`src/rtl/clk_tone_pkg.sv`:
```
package clk_tone_pkg;
  localparam int FLD_W = 3;
  localparam int CNT_W = 1 << FLD_W;

  typedef struct packed {
    logic             en;
    logic [2:0]       rsv;
    logic             src;
    logic [FLD_W-1:0] k;
  } sel_reg_t;

  function automatic logic [CNT_W-1:0] half_count(input logic [FLD_W-1:0] k);
    half_count = CNT_W'(1) << k;
  endfunction

  function automatic logic [7:0] clean_reg(input logic [7:0] d);
    clean_reg = d & 8'h8F;
  endfunction
endpackage

```
`src/rtl/tone_regs.sv`:
```
module tone_regs
  import clk_tone_pkg::*;
#(
  parameter int NCH  = 2,
  parameter int CH_W = 1
) (
  input  logic            clk,
  input  logic            rst_n,
  input  logic            wr_en,
  input  logic [CH_W-1:0] wr_chan,
  input  logic [7:0]      wr_data,
  input  logic [CH_W-1:0] rd_chan,
  output logic [7:0]      rd_data,
  output sel_reg_t        cfg [NCH]
);
  logic [7:0] regs_q [NCH];

  genvar gi;
  generate
    for (gi = 0; gi < NCH; gi++) begin : g_reg
      always_ff @(posedge clk or negedge rst_n) begin
        if (!rst_n) regs_q[gi] <= 8'h00;
        else if (wr_en && (int'(wr_chan) == gi)) regs_q[gi] <= clean_reg(wr_data);
      end
      assign cfg[gi] = sel_reg_t'(regs_q[gi]);
    end
  endgenerate

  always_comb begin
    rd_data = 8'h00;
    for (int i = 0; i < NCH; i++)
      if (int'(rd_chan) == i) rd_data = regs_q[i];
  end

  p_rsv_zero_r2: assert property (@(posedge clk) disable iff (!rst_n)
    rd_data[6:4] == 3'b000);
endmodule

```
`src/rtl/tone_div.sv`:
```
module tone_div
  import clk_tone_pkg::*;
(
  input  logic             clk,
  input  logic             rst_n,
  input  logic             cfg_en,
  input  logic             cfg_src,
  input  logic [FLD_W-1:0] cfg_k,
  input  logic [1:0]       src_tick,
  output logic             pin_o
);
  logic [CNT_W-1:0] cnt_q;
  logic             phase_q;
  logic             gate_q;
  logic [FLD_W-1:0] k_act;
  logic             src_act;

  logic tick;
  logic wrap_evt;
  logic fall_evt;
  logic rise_evt;

  assign tick     = src_act ? src_tick[1] : src_tick[0];
  assign wrap_evt = tick && (cnt_q >= half_count(k_act) - CNT_W'(1));
  assign fall_evt = wrap_evt && phase_q;
  assign rise_evt = wrap_evt && !phase_q;

  always_ff @(posedge clk or negedge rst_n) begin
    if (!rst_n) begin
      cnt_q   <= '0;
      phase_q <= 1'b0;
      gate_q  <= 1'b0;
      k_act   <= '0;
      src_act <= 1'b0;
    end else begin
      if (tick) begin
        if (wrap_evt) begin
          cnt_q   <= '0;
          phase_q <= ~phase_q;
        end else begin
          cnt_q <= cnt_q + CNT_W'(1);
        end
      end
      if (fall_evt) gate_q <= cfg_en;
      if (fall_evt || !gate_q) begin
        k_act   <= cfg_k;
        src_act <= cfg_src;
      end
    end
  end

  assign pin_o = phase_q & gate_q;

  p_gate_low_r5: assert property (@(posedge clk) disable iff (!rst_n)
    !$stable(gate_q) |-> !phase_q);

  p_ratio_low_r6: assert property (@(posedge clk) disable iff (!rst_n)
    (!$stable(k_act) && $past(gate_q)) |-> !phase_q);

  p_off_quiet_r3: assert property (@(posedge clk) disable iff (!rst_n)
    ($past(!cfg_en) && $past(!gate_q)) |-> !pin_o);

  p_edge_on_tick_r4: assert property (@(posedge clk) disable iff (!rst_n)
    !$stable(phase_q) |-> $past(tick));

  p_rise_full_r5: assert property (@(posedge clk) disable iff (!rst_n)
    $rose(pin_o) |-> $past(rise_evt));
endmodule

```
`src/rtl/clk_tone_out.sv`:
```
module clk_tone_out
  import clk_tone_pkg::*;
#(
  parameter int NCH  = 2,
  parameter int CH_W = (NCH > 1) ? $clog2(NCH) : 1
) (
  input  logic            clk,
  input  logic            rst_n,
  input  logic            wr_en,
  input  logic [CH_W-1:0] wr_chan,
  input  logic [7:0]      wr_data,
  input  logic [CH_W-1:0] rd_chan,
  output logic [7:0]      rd_data,
  input  logic [1:0]      src_tick,
  output logic [NCH-1:0]  pin_out
);
  sel_reg_t cfg [NCH];

  tone_regs #(.NCH(NCH), .CH_W(CH_W)) u_regs (
    .clk     (clk),
    .rst_n   (rst_n),
    .wr_en   (wr_en),
    .wr_chan (wr_chan),
    .wr_data (wr_data),
    .rd_chan (rd_chan),
    .rd_data (rd_data),
    .cfg     (cfg)
  );

  genvar gc;
  generate
    for (gc = 0; gc < NCH; gc++) begin : g_ch
      tone_div u_div (
        .clk      (clk),
        .rst_n    (rst_n),
        .cfg_en   (cfg[gc].en),
        .cfg_src  (cfg[gc].src),
        .cfg_k    (cfg[gc].k),
        .src_tick (src_tick),
        .pin_o    (pin_out[gc])
      );
    end
  endgenerate
endmodule

```
`config.mk`:
```
export PLATFORM = sky130hd
export DESIGN_NAME = clk_tone_out
export DESIGN_NICKNAME = d
export VERILOG_FILES = /design/src/rtl/clk_tone_pkg.sv /design/src/rtl/tone_regs.sv /design/src/rtl/tone_div.sv /design/src/rtl/clk_tone_out.sv
export SDC_FILE = /design/constraint.sdc
export NUM_CORES = 1
export LEC_CHECK = 0
export ABC_AREA = 1
export ABC_CLOCK_PERIOD_IN_PS = 3850
export BUFFER_PORTS_ARGS = -buffer_cell sky130_fd_sc_hd__clkbuf_2
export CAP_MARGIN = 20
export CORE_ASPECT_RATIO = 0.8
export CORE_MARGIN = 1.5
export CORE_UTILIZATION = 60
export CTS_BUF_LIST = sky130_fd_sc_hd__clkbuf_4 sky130_fd_sc_hd__clkbuf_8
export DETAILED_ROUTE_END_ITERATION = 6
export GPL_TIMING_DRIVEN = 0
export PLACE_DENSITY_LB_ADDON = 0.2
export SETUP_SLACK_MARGIN = 0.5
export SLEW_MARGIN = 40
export SYNTH_ARGS = -nofsm -noshare
export SYNTH_HDL_FRONTEND = slang
export SYNTH_SLANG_ARGS = --single-unit
```
`constraint.sdc`:
```
create_clock -name clk -period 3.85 [get_ports clk]
set_clock_uncertainty 0.15 [all_clocks]
set_input_delay 0.385 -clock clk [delete_from_list [all_inputs] [get_ports clk]]
set_output_delay 0.385 -clock clk [all_outputs]
set_load 0.01 [all_outputs]
```
==> summary.md, run 1 <==
| Metric | Value |
|---|---|
| Setup bufs post-CTS | `0` |
| Clk sinks | `38` |
| Largest cells by area after synthesis | `dfrtp_1 (42%), nand2_1 (13%), ha_1 (9.9%)` |
| Via count | `about 1.8k` |
| Post-cts repair resize count | `0` |
| Post-route ant nets | `0` |
| Worst IR Drop VDD | `just under 0.0005 V` |
| Max Slew Vio Count | `0` |
| Fill count | `about 290` |
| Max Root-Sink Buffers | `2` |
| RePlAce Congestion | `0.832` |
| Drt pass-1 iters | `6` |
| Cts bufs inserted | `5` |
| Post-layout min period | `approximately 2.1 ns` |
| Status | `completed` |
| Critical setup path kind | `reg2reg` |
| Layout net count | `between 300 and 400` |
| CTS tree | `done` |
| DRT iter0 DRCs | `between 100 and 150` |
| Final period util | `54.9%` |
| Layout cells sized above 1 | `between 15 and 20%` |
| Root Buffer | `clkbuf_8` |
| Ys Warns | `0` |
| Peak Freq | `roughly 0.47 GHz` |
| #FFs+latches synth | `38` |
| DR WL/cell | `12.2 µm` |
| Routed vias/inst | `5.22` |
| Detailed Place HPWL | `approximately 3.2 mm` |
| Slew @ Worst Pin | `0.515 ns` |
| Max-Cap Viols | `0` |
| Final Hold Fails | `0` |
| Antenna fix cells | `0` |
| Crit path DAT | `around 2.1 ns` |
| Most frequent cell after synthesis | `nand2_1` |
| Synth Flop Type | `dfrtp_1` |
| Chip width | `between 70 and 80 µm` |
| CTS H-tree lvls | `2` |
| Most frequent cells after synthesis | `nand2_1 (80), dfrtp_1 (38), inv_1 (32)` |
| Setup crit start kind | `flip-flop` |
| Initial antenna violation count | `0` |
| LEAKAGE | `roughly 1.4 nW` |
| Mapped Area | `about 2300 µm²` |
| Slew headroom | `between 60% and 70%` |
| Die area | `4170 µm²` |
| CP endpoint kind | `flip-flop` |
| Die height | `between 50 and 60 µm` |
| Final setup violating endpoints | `0` |
| Row count | `19` |
| Largest net degree at the start of global routing | `39` |
| IO Pins | `25` |
| Yosys cell types | `22` |
| GR Util All Layers | `about a quarter` |
| Seq/Total Area, Yosys | `roughly two fifths` |
| Clk Latency, worst-skew pair | `between 0.2 and 0.3 ns` |
| Final wirelength | `~4.3 mm` |
| Clock transition at the registers of the reported paths | `0.07 ns` |
| TNS Setup | `0 ns` |
| GRT overflow | `0` |
| Mapped Cells | `approximately 280` |
| Synth async-reset ratio | `100%` |
| Initial core utilization | `approximately 65%` |
| First-pass GRT wire length | `about 7.6 mm` |
| Required @ worst endpoint | `about 3.9 ns` |
| DRC | `0` |
| Input/output buffers | `18` |
| EDFF count, synth | `0` |
| Worst Hold Class | `in2reg` |
| PwrDens | `669 nW/µm²` |
| Crit Path Max Fanout | `7` |
| Area share of the leading cell type in the synthesized netlist | `41.9%` |
| Unrepaired setup endpoints after global routing | `no` |
| Post-synth top area cell | `dfrtp_1` |
| Synthesized area per cell | `between 8 and 9 µm²` |
| Area growth syn-to-layout | `11.5%` |
| Fin util | `between 70 and 80%` |
| Vias in the first global route | `1640` |
| CORE AREA | `3520 µm²` |
-- sequential cells by signal (all words and copies together) (netlist names) --
register,cells
g_ch.u_div.cnt_q,16
u_regs.cfg,10
g_ch.u_div.src_act,2
g_ch.u_div.phase_q,2
g_ch.u_div.k_act,6
g_ch.u_div.gate_q,2
-- kinds of logic (layout without fill, tap and decap cells) --
group	after synthesis	after routing	synth area share [%]
mux	4	4	1.98
flops	38	38	41.9
buf+inv	37	64	6.94
other cells	2	5	0.331
xor+xnor	2	2	0.771
simple gates	137	137	28.4
fa+ha+maj	18	18	9.92
compound gates	38	38	9.75
-- through the flow --
step | power (mW) | cells | hold WS (ns) | setup slack [ns] | area, µm²
floorplan | 1.23 | 279 | -0.0606 | 2.08 | 2280
global placement | 1.37 | 339 | 0.319 | 1.86 | 2420
detailed placement | 1.41 | 339 | 0.269 | 1.76 | 2430
CTS | 1.70 | 348 | 0.188 | 1.75 | 2530
global route | 1.87 | 348 | 0.205 | 1.52 | 2530
finish | 1.69 | 348 | 0.188 | 1.74 | 2530
-- critical path, cell delays in order, from the launching register on --
cell,delay [ns]
dfrtp_1,0.48
inv_1,0.10
ha_1,0.30
nand2_1,0.07
nor2_1,0.10
nor2_1,0.04
nand2_1,0.06
nand2_1,0.07
nand2_1,0.10
nand3_1,0.20
nand2_1,0.20
o21ai_0,0.11
-- path summary, 6_finish.rpt --
path | to | start | depth (start not counted) | slack, ns
max | g_ch[0].u_div.gate_q | g_ch[0].u_div.k_act[2] | 11 | 1.74
min in group asynchronous | g_ch[1].u_div.cnt_q[0] | rst_n | 2 | 0.48
max in group asynchronous | g_ch[0].u_div.cnt_q[1] | rst_n | 2 | 2.72
max reg2reg | g_ch[0].u_div.gate_q | g_ch[0].u_div.k_act[2] | 11 | 1.74
min reg2reg | u_regs.cfg[15] | u_regs.cfg[15] | 2 | 0.34
min | u_regs.cfg[0] | wr_data[0] | 3 | 0.19
-- metal layers --
| layer | share of wire [%] | track usage, % |
|---|---|---|
| met5 | 0 | 0 |
| met4 | 0.80 | 5.39 |
| met3 | 4.8 | 4.35 |
| met2 | 46 | 36.9 |
| met1 | 48 | 34.4 |
-- timing repair --
item,in CTS,in global routing
endpoints found under the setup margin,0,0
endpoints found under the hold margin,38,0
hold buffers,1,0
-- layout make-up --
cell class	instances	area [µm²]	share of cell area, %
multi-input combinational	204	1170	46.3
sequential	38	951	37.5
inverter	32	120	4.74
timing repair buffer	19	103	4.05
clock buffer	7	90.1	3.56
tap	42	52.6	2.08
buffer	5	37.5	1.48
clock inverter	1	5.00	0.198
-- cell usage in the layout, fill, tap and decap left out, drive strengths merged, types with 4 or more instances in the layout --
cell type	synthesis	layout
a21oi	14	14
o21ai	22	22
conb	2	5
nand3	25	25
nor3	4	4
inv	32	32
ha	18	18
mux2	4	4
nor2	22	22
buf	5	5
dfrtp	38	38
nand2	82	82
nor3b	4	4
clkbuf	0	25
-- power breakdown --
| group | internal (mW) | switching (mW) |
|---|---|---|
| logic | 0.291 | 0.445 |
| registers | 0.524 | 0.152 |
| clock network | 0.151 | 0.131 |
| total | 0.966 | 0.729 |
(Power assumes the default switching activity.)
==> run 2, diff against run 1 <==
--- a/config.mk
+++ b/config.mk
@@ -6,12 +6,12 @@
 export NUM_CORES = 1
 export LEC_CHECK = 0
 export ABC_AREA = 1
-export ABC_CLOCK_PERIOD_IN_PS = 3850
+export ABC_CLOCK_PERIOD_IN_PS = 1900
 export BUFFER_PORTS_ARGS = -buffer_cell sky130_fd_sc_hd__clkbuf_2
 export CAP_MARGIN = 20
 export CORE_ASPECT_RATIO = 0.8
 export CORE_MARGIN = 1.5
-export CORE_UTILIZATION = 60
+export CORE_UTILIZATION = 55
 export CTS_BUF_LIST = sky130_fd_sc_hd__clkbuf_4 sky130_fd_sc_hd__clkbuf_8
 export DETAILED_ROUTE_END_ITERATION = 6
 export GPL_TIMING_DRIVEN = 0
==> constraint.sdc (replaced) <==
create_clock -name clk -period 1.9 [get_ports clk]
set_clock_uncertainty 0.15 [all_clocks]
set_input_delay 0.19 -clock clk [delete_from_list [all_inputs] [get_ports clk]]
set_output_delay 0.19 -clock clk [all_outputs]
set_load 0.01 [all_outputs]
==> summary.md, run 2 (same netlist as run 1, synthesis figures left out) <==
| Metric | Value |
|---|---|
| Max-Cap Viols | `0 (unchanged)` |
| CTS H-tree lvls | `2 (unchanged)` |
| DR WL/cell | `16.0 µm (+31%)` |
| Worst IR Drop VDD | `0.000970 V (+97%)` |
| GR Util All Layers | `25.8% (+2.3 points)` |
| First-pass GRT wire length | `8.62 mm (+14%)` |
| Routed vias/inst | `5.46 (+4.7%)` |
| Die area | `4530 µm² (+8.7%)` |
| Cell at the slowest stage of the critical path | `dfrtp_2` |
| Row count | `20 (+1)` |
| Max reg flops | `16 (unchanged)` |
| Internal Power | `2.65 mW (+170%)` |
| Final wirelength | `6.21 mm (+46%)` |
| Most frequent CP cell | `nand2_2` |
| Fill count | `217 (-25%)` |
| Area growth syn-to-layout | `39.1%` |
| Sw Share | `44.4% (+1.4 points)` |
| Final hold slack | `0.241 ns (+0.0530 ns)` |
| Antenna fix cells | `0 (unchanged)` |
| IO Pins | `25 (unchanged)` |
| Required @ worst endpoint | `1.98 ns (-1.88 ns)` |
| Worst Hold Class | `in2reg` |
| Vias in the first global route | `1860 (+13%)` |
| Commonest non-fill, non-tap cells in the layout | `nand2_1 (57), inv_1 (30), dfrtp_1 (30), buf_4 (22), nand2_2 (17)` |
| Final Hold Fails | `0 (unchanged)` |
| Largest net degree at the start of global routing | `39 (unchanged)` |
| Max Slew Vio Count | `0 (unchanged)` |
| Post-route ant nets | `0 (unchanged)` |
| Gate power share | `56.2% (+13 points)` |
| Setup ws final | `-0.0933 ns (-1.83 ns)` |
| Unrepaired setup endpoints after global routing | `yes` |
| Buffers & Inverters on Critical Path | `0 (-1)` |
| Setup crit start kind | `flip-flop` |
| GRT overflow | `0 (unchanged)` |
| Post-layout min period | `1.99 ns (-0.119 ns)` |
| Die height | `60.5 µm (+4.2%)` |
| PwrDens | `1510 nW/µm² (+130%)` |
| Root Buffer | `clkbuf_8` |
| CP endpoint kind | `flip-flop` |
| Clk sinks | `38 (unchanged)` |
| Slew @ Worst Pin | `0.578 ns (+0.0632 ns)` |
| Clock share of power | `14.3% (-2.4 points)` |
| CORE AREA | `3880 µm² (+10%)` |
| Slew headroom | `61.3% (-4.4 points)` |
| Layout net count | `365 (+8.0%)` |
| Commonest non-fill, non-tap cell in the layout | `nand2_1` |
| Clk Latency, worst-skew pair | `0.29 ns (about the same)` |
| Crit Path Max Fanout | `6 (-1)` |
| DRT iter0 DRCs | `122 (-18%)` |
| Sw power | `2.11 mW (+190%)` |
| Drt pass-1 iters | `4 (-2)` |
| Chip width | `74.8 µm (+4.3%)` |
| Crit path DAT | `2.07 ns (-0.05 ns)` |
| Cts bufs inserted | `5 (unchanged)` |
| Max Root-Sink Buffers | `2 (unchanged)` |
| Failing checks | `negative setup slack` |
| Hold path cells | `4 (+1)` |
| DRC | `0 (unchanged)` |
| Status | `finished, violations left` |
| Reg power frac | `29.5% (-10 points)` |
| CTS tree | `done` |
| Initial antenna violation count | `0 (unchanged)` |
| Clock transition at the registers of the reported paths | `0.07 ns (about the same)` |
| Worst reg-to-reg path cell count | `13 (+2)` |
| Final setup violating endpoints | `21 (+21)` |
| CP max stage delay | `0.46 ns (-0.02 ns)` |
| Crit path max-delay family | `simple AND/OR/NAND/NOR gates` |
| Crit path depth | `13 (+2)` |
| Input/output buffers | `18 (unchanged)` |
| Fin util | `81.4% (+9.4 points)` |
| Initial core utilization | `58.5% (-6.0 points)` |
| CP Cell Sequence | `nor2_2, nand2_2, ha_4, nand2_2, nor2_2, nor2_1, nand2_1, nand2_2, nand2_4, nand3_4, nand2_4, nand2_2, nand2_1` |
| Critical setup path kind | `reg2reg` |
| Reg with most FFs | `g_ch.u_div.cnt_q` |
| Pwr Total | `4.76 mW (+180%)` |
| Peak Freq | `0.502 GHz (+6.0%)` |
| Via count | `2118 (+17%)` |
| RePlAce Congestion | `0.803 (-3.5%)` |
| Final period util | `105% (+50 points)` |
| Detailed Place HPWL | `3.16 mm (-2.2%)` |
| Layout cells sized above 1 | `40.2% (+24 points)` |
| LEAKAGE | `1.57 nW (+16%)` |
## run 2: cell count changes in the layout (fill, tap and decap cells not counted), moves of 7 or more
cell	delta
buf_4	+17
buf_6	+10
dfrtp_1	-8
dfrtp_2	+8
nand2_1	-23
nand2_2	+15
nand2_4	+7
nor2_1	-7
## run 2: worst min-delay path: cells and delay by family
family                 cells  cell delay, ns
AOI/OAI and AO/OA          2            0.27
buffers and inverters      1            0.11
and+or+nand+nor            1            0.06
## run 2: metrics by stage
step | setup TNS (ns) | setup WS, ns | area [µm²] | instances
after floorplan | 0 | 0.202 | 2300 | 279
after global placement | 0 | 0.00432 | 2460 | 352
after detailed placement | -0.282 | -0.0466 | 2460 | 352
after CTS | 0 | 0.00332 | 2910 | 382
after global routing | -3.53 | -0.200 | 3160 | 388
final | -0.977 | -0.0933 | 3160 | 388
## run 2: layer usage
layer	part of all wire [%]	up-vias	GRT usage, %
met5	0	-	0
met1	41	1020	34.7
met2	52	75	42.9
li1	-	1003	-
met3	4.2	20	4.98
met4	3.0	0	7.79
## run 2: power by group through the flow
stage	registers [mW]	clock network, mW	logic (mW)
6_report	1.40	0.681	2.68
5_1_grt	1.44	0.705	2.92
4_1_cts	1.33	0.683	2.09
3_5_place_dp	1.38	0	1.53
3_3_place_gp	1.37	0	1.47
2_1_floorplan	1.30	0	1.23
## run 2: repair_timing
| action | in CTS | in global routing |
|---|---|---|
| buffers inserted | 16 | 6 |
| hold endpoints to repair | 46 | 0 |
| pin swaps | 8 | 27 |
| setup endpoints to repair | 34 | 35 |
| resized for setup | 42 | 55 |
| hold buffers | 6 | 0 |
## run 2: worst paths after layout
path / startpoint / end / slack (ns)
setup / recovery: g_ch[1].u_div.k_act[1] / g_ch[1].u_div.src_act / -0.09
hold / removal: src_tick[1] / g_ch[1].u_div.cnt_q[0] / 0.24
setup reg to reg: g_ch[1].u_div.k_act[1] / g_ch[1].u_div.src_act / -0.09
hold reg to reg: u_regs.cfg[15] / u_regs.cfg[15] / 0.35
max in group asynchronous: rst_n / g_ch[1].u_div.k_act[1] / 0.93
min in group asynchronous: rst_n / g_ch[0].u_div.cnt_q[7] / 0.28
## run 2: final cells by class
cell class	count	area (µm²)	share of cell area (%)
multi-input combinational	204	1480	46.8
sequential	38	961	30.4
timing repair buffer	46	375	11.9
inverter	32	123	3.88
clock buffer	5	68.8	2.18
tap	55	68.8	2.18
buffer	5	45.0	1.43
clock inverter	3	40.0	1.27
==> run 3, diff against run 2 <==
--- a/config.mk
+++ b/config.mk
@@ -15,7 +15,7 @@
 export CTS_BUF_LIST = sky130_fd_sc_hd__clkbuf_4 sky130_fd_sc_hd__clkbuf_8
 export DETAILED_ROUTE_END_ITERATION = 6
 export GPL_TIMING_DRIVEN = 0
-export PLACE_DENSITY_LB_ADDON = 0.2
+export PLACE_DENSITY = 0.78
 export SETUP_SLACK_MARGIN = 0.5
 export SLEW_MARGIN = 40
 export SYNTH_ARGS = -nofsm -noshare
==> summary.md, run 3 (same netlist as run 1, synthesis figures left out) <==
| Metric | Value |
|---|---|
| Layout net count | `361 (-1.1%)` |
| Status | `finished, violations left` |
| TNS Setup | `-0.391 ns (+0.586 ns)` |
| DRC | `0 (unchanged)` |
| Final setup violating endpoints | `13 (-38%)` |
| Chip width | `74.8 µm (unchanged)` |
| Clock share of power | `13.9% (-0.4 points)` |
| GRT overflow | `0 (unchanged)` |
| Flop2flop setup slack | `-0.05 ns (+0.04 ns)` |
| Slew @ Worst Pin | `0.516 ns (-0.0618 ns)` |
| Most frequent CP cell | `nand2_1` |
| IO Pins | `25 (unchanged)` |
| RR Startpoint | `g_ch[0].u_div.k_act[1]` |
| Area growth syn-to-layout | `29.9%` |
| LEAKAGE | `1.51 nW (-3.7%)` |
| Input/output buffers | `18 (unchanged)` |
| Crit Path Max Fanout | `6 (unchanged)` |
| CP max stage delay | `0.46 ns (about the same)` |
| Internal Power | `2.31 mW (-13%)` |
| Setup ws final | `-0.0500 ns (+0.0432 ns)` |
| CP endpoint kind | `flip-flop` |
| Drt pass-1 iters | `5 (+1)` |
| Final wirelength | `5.27 mm (-15%)` |
| Vias in the first global route | `1744 (-6.2%)` |
| Final Hold Fails | `0 (unchanged)` |
| Detailed Place HPWL | `3.15 mm (-0.53%)` |
| Initial antenna violation count | `0 (unchanged)` |
| Die height | `60.5 µm (unchanged)` |
| Die area | `4530 µm² (unchanged)` |
| Required @ worst endpoint | `1.92 ns (-0.06 ns)` |
| DRT iter0 DRCs | `217 (+78%)` |
| Worst reg-to-reg path cell count | `12 (-1)` |
| Slew headroom | `65.6% (+4.3 points)` |
| Fill count | `242 (+12%)` |
| Clk sinks | `38 (unchanged)` |
| Cell at the slowest stage of the critical path | `dfrtp_2` |
| Setup crit start kind | `flip-flop` |
| CTS H-tree lvls | `2 (unchanged)` |
| Antenna fix cells | `0 (unchanged)` |
| Critical setup path kind | `reg2reg` |
| Post-route ant nets | `0 (unchanged)` |
| Worst Hold Class | `in2reg` |
| Min-Delay Startpoint | `wr_data[7]` |
| Reg power frac | `33.0% (+3.5 points)` |
| Largest net degree at the start of global routing | `39 (unchanged)` |
| First-pass GRT wire length | `7.56 mm (-12%)` |
| Unrepaired setup endpoints after global routing | `yes` |
| Max Slew Vio Count | `0 (unchanged)` |
| Initial core utilization | `58.5% (unchanged)` |
| PwrDens | `1410 nW/µm² (-6.6%)` |
| CORE AREA | `3880 µm² (unchanged)` |
| Reg with most FFs | `g_ch.u_div.cnt_q` |
| Fin util | `76.1% (-5.4 points)` |
| Clock transition at the registers of the reported paths | `0.08 ns (about the same)` |
| Crit path DAT | `1.97 ns (-0.10 ns)` |
| Final hold slack | `0.0110 ns (-0.230 ns)` |
| Sw Share | `44.4% (about the same)` |
| Hold path cells | `3 (-1)` |
| DR WL/cell | `13.7 µm (-14%)` |
| Layout cells sized above 1 | `33.4% (-6.8 points)` |
| CP Cell Sequence | `nor2_1, nand2_1, ha_1, nand2_1, nor2_1, nor2_1, nand2_1, nand2_2, nand2_4, nand3_4, nand3_1, nand2_1` |
| Root Buffer | `clkbuf_8` |
| Worst IR Drop VDD | `0.00109 V (+13%)` |
| Cts bufs inserted | `5 (unchanged)` |
| Row count | `20 (unchanged)` |
| Post-layout min period | `1.95 ns (-0.0432 ns)` |
| Commonest non-fill, non-tap cell in the layout | `nand2_1` |
| Failing checks | `negative setup slack` |
| Final period util | `103% (-2.3 points)` |
| Fin area | `2950 µm² (-6.6%)` |
| GR Util All Layers | `22.1% (-3.7 points)` |
| Clk Latency, worst-skew pair | `0.29 ns (about the same)` |
| Hold EP | `u_regs.cfg[7]` |
| Peak Freq | `0.513 GHz (+2.2%)` |
| Gate power share | `53.1% (-3.1 points)` |
| Max Root-Sink Buffers | `2 (unchanged)` |
| Commonest non-fill, non-tap cells in the layout | `nand2_1 (68), inv_1 (31), dfrtp_1 (28), buf_4 (25), nor2_1 (19)` |
| CTS tree | `done` |
| RePlAce Congestion | `0.789 (-1.8%)` |
| Max-Cap Viols | `0 (unchanged)` |
| Reg2reg end | `g_ch[0].u_div.k_act[2]` |
| Routed vias/inst | `5.26 (-3.7%)` |
| Max reg flops | `16 (unchanged)` |
| Sw power | `1.84 mW (-13%)` |
| Placement Cell Area | `2460 µm² (unchanged)` |
| Pwr Total | `4.15 mW (-13%)` |
| Via count | `2018 (-4.7%)` |
-- run 3: cell types whose count changed in the layout (fill, tap and decap cells not counted), sizes merged --
cell / previous run / this run
bufinv: 1 / 0
clkinv: 2 / 1
dlygate4sd3: 6 / 2
buf: 33 / 32
clkbuf: 17 / 20
-- run 3: through the flow --
| stage | worst slack (ns) | instances |
|---|---|---|
| finish | -0.0500 | 384 |
| global route | -0.177 | 384 |
| CTS | 0.0170 | 375 |
| detailed placement | -0.0435 | 352 |
| global placement | 0.00120 | 352 |
| floorplan | 0.202 | 279 |
-- run 3: critical path: cells and delay by family, from the launching register on --
family	cells	cell delay [ns]
fa+ha+maj	1	0.27
flops	1	0.46
simple gates	11	0.94
-- run 3: layer usage --
metal  up-vias  track usage [%]  wire length, µm
met2        63             34.5             2600
met3        11             4.65              260
met4         0             5.45              103
met1       953             31.8             2300
met5         -                0                0
li1        991                -                -
-- run 3: final cells by class --
cell class	count	area, µm²	share of cell area [%]
clock buffers	7	90.1	3.05
repair buffers	42	313	10.6
plain buffers	5	41.3	1.40
flip-flops and latches	38	963	32.7
clock inverters	1	5.00	0.170
multi-input cells	204	1350	45.7
well taps	55	68.8	2.33
inverters	32	120	4.07
-- run 3: worst max-delay path by stage --
stage | from | to | cells after the start
3_3_place_gp | g_ch[0].u_div.k_act[1] | g_ch[0].u_div.cnt_q[5] | 11
2_1_floorplan | g_ch[0].u_div.k_act[1] | g_ch[0].u_div.gate_q | 12
5_1_grt | g_ch[1].u_div.k_act[0] | g_ch[1].u_div.k_act[1] | 13
3_5_place_dp | g_ch[0].u_div.k_act[2] | g_ch[0].u_div.gate_q | 12
4_1_cts | g_ch[0].u_div.k_act[1] | g_ch[0].u_div.gate_q | 12
6_report | g_ch[0].u_div.k_act[1] | g_ch[0].u_div.k_act[2] | 12
-- run 3: repair_timing --
action | in CTS | in global routing
setup buffers | 13 | 9
pin swaps | 5 | 8
endpoints found under the setup margin | 34 | 34
hold buffers | 2 | 0
hold endpoints to repair | 39 | 0
gates resized for setup | 17 | 46
-- run 3: power groups by stage --
stage	Clock (mW)	Combinational, mW	Sequential (mW)
finish	0.578	2.20	1.37
global route	0.612	2.46	1.41
CTS	0.586	1.79	1.35
detailed placement	0	1.53	1.38
global placement	0	1.46	1.37
floorplan	0	1.23	1.30
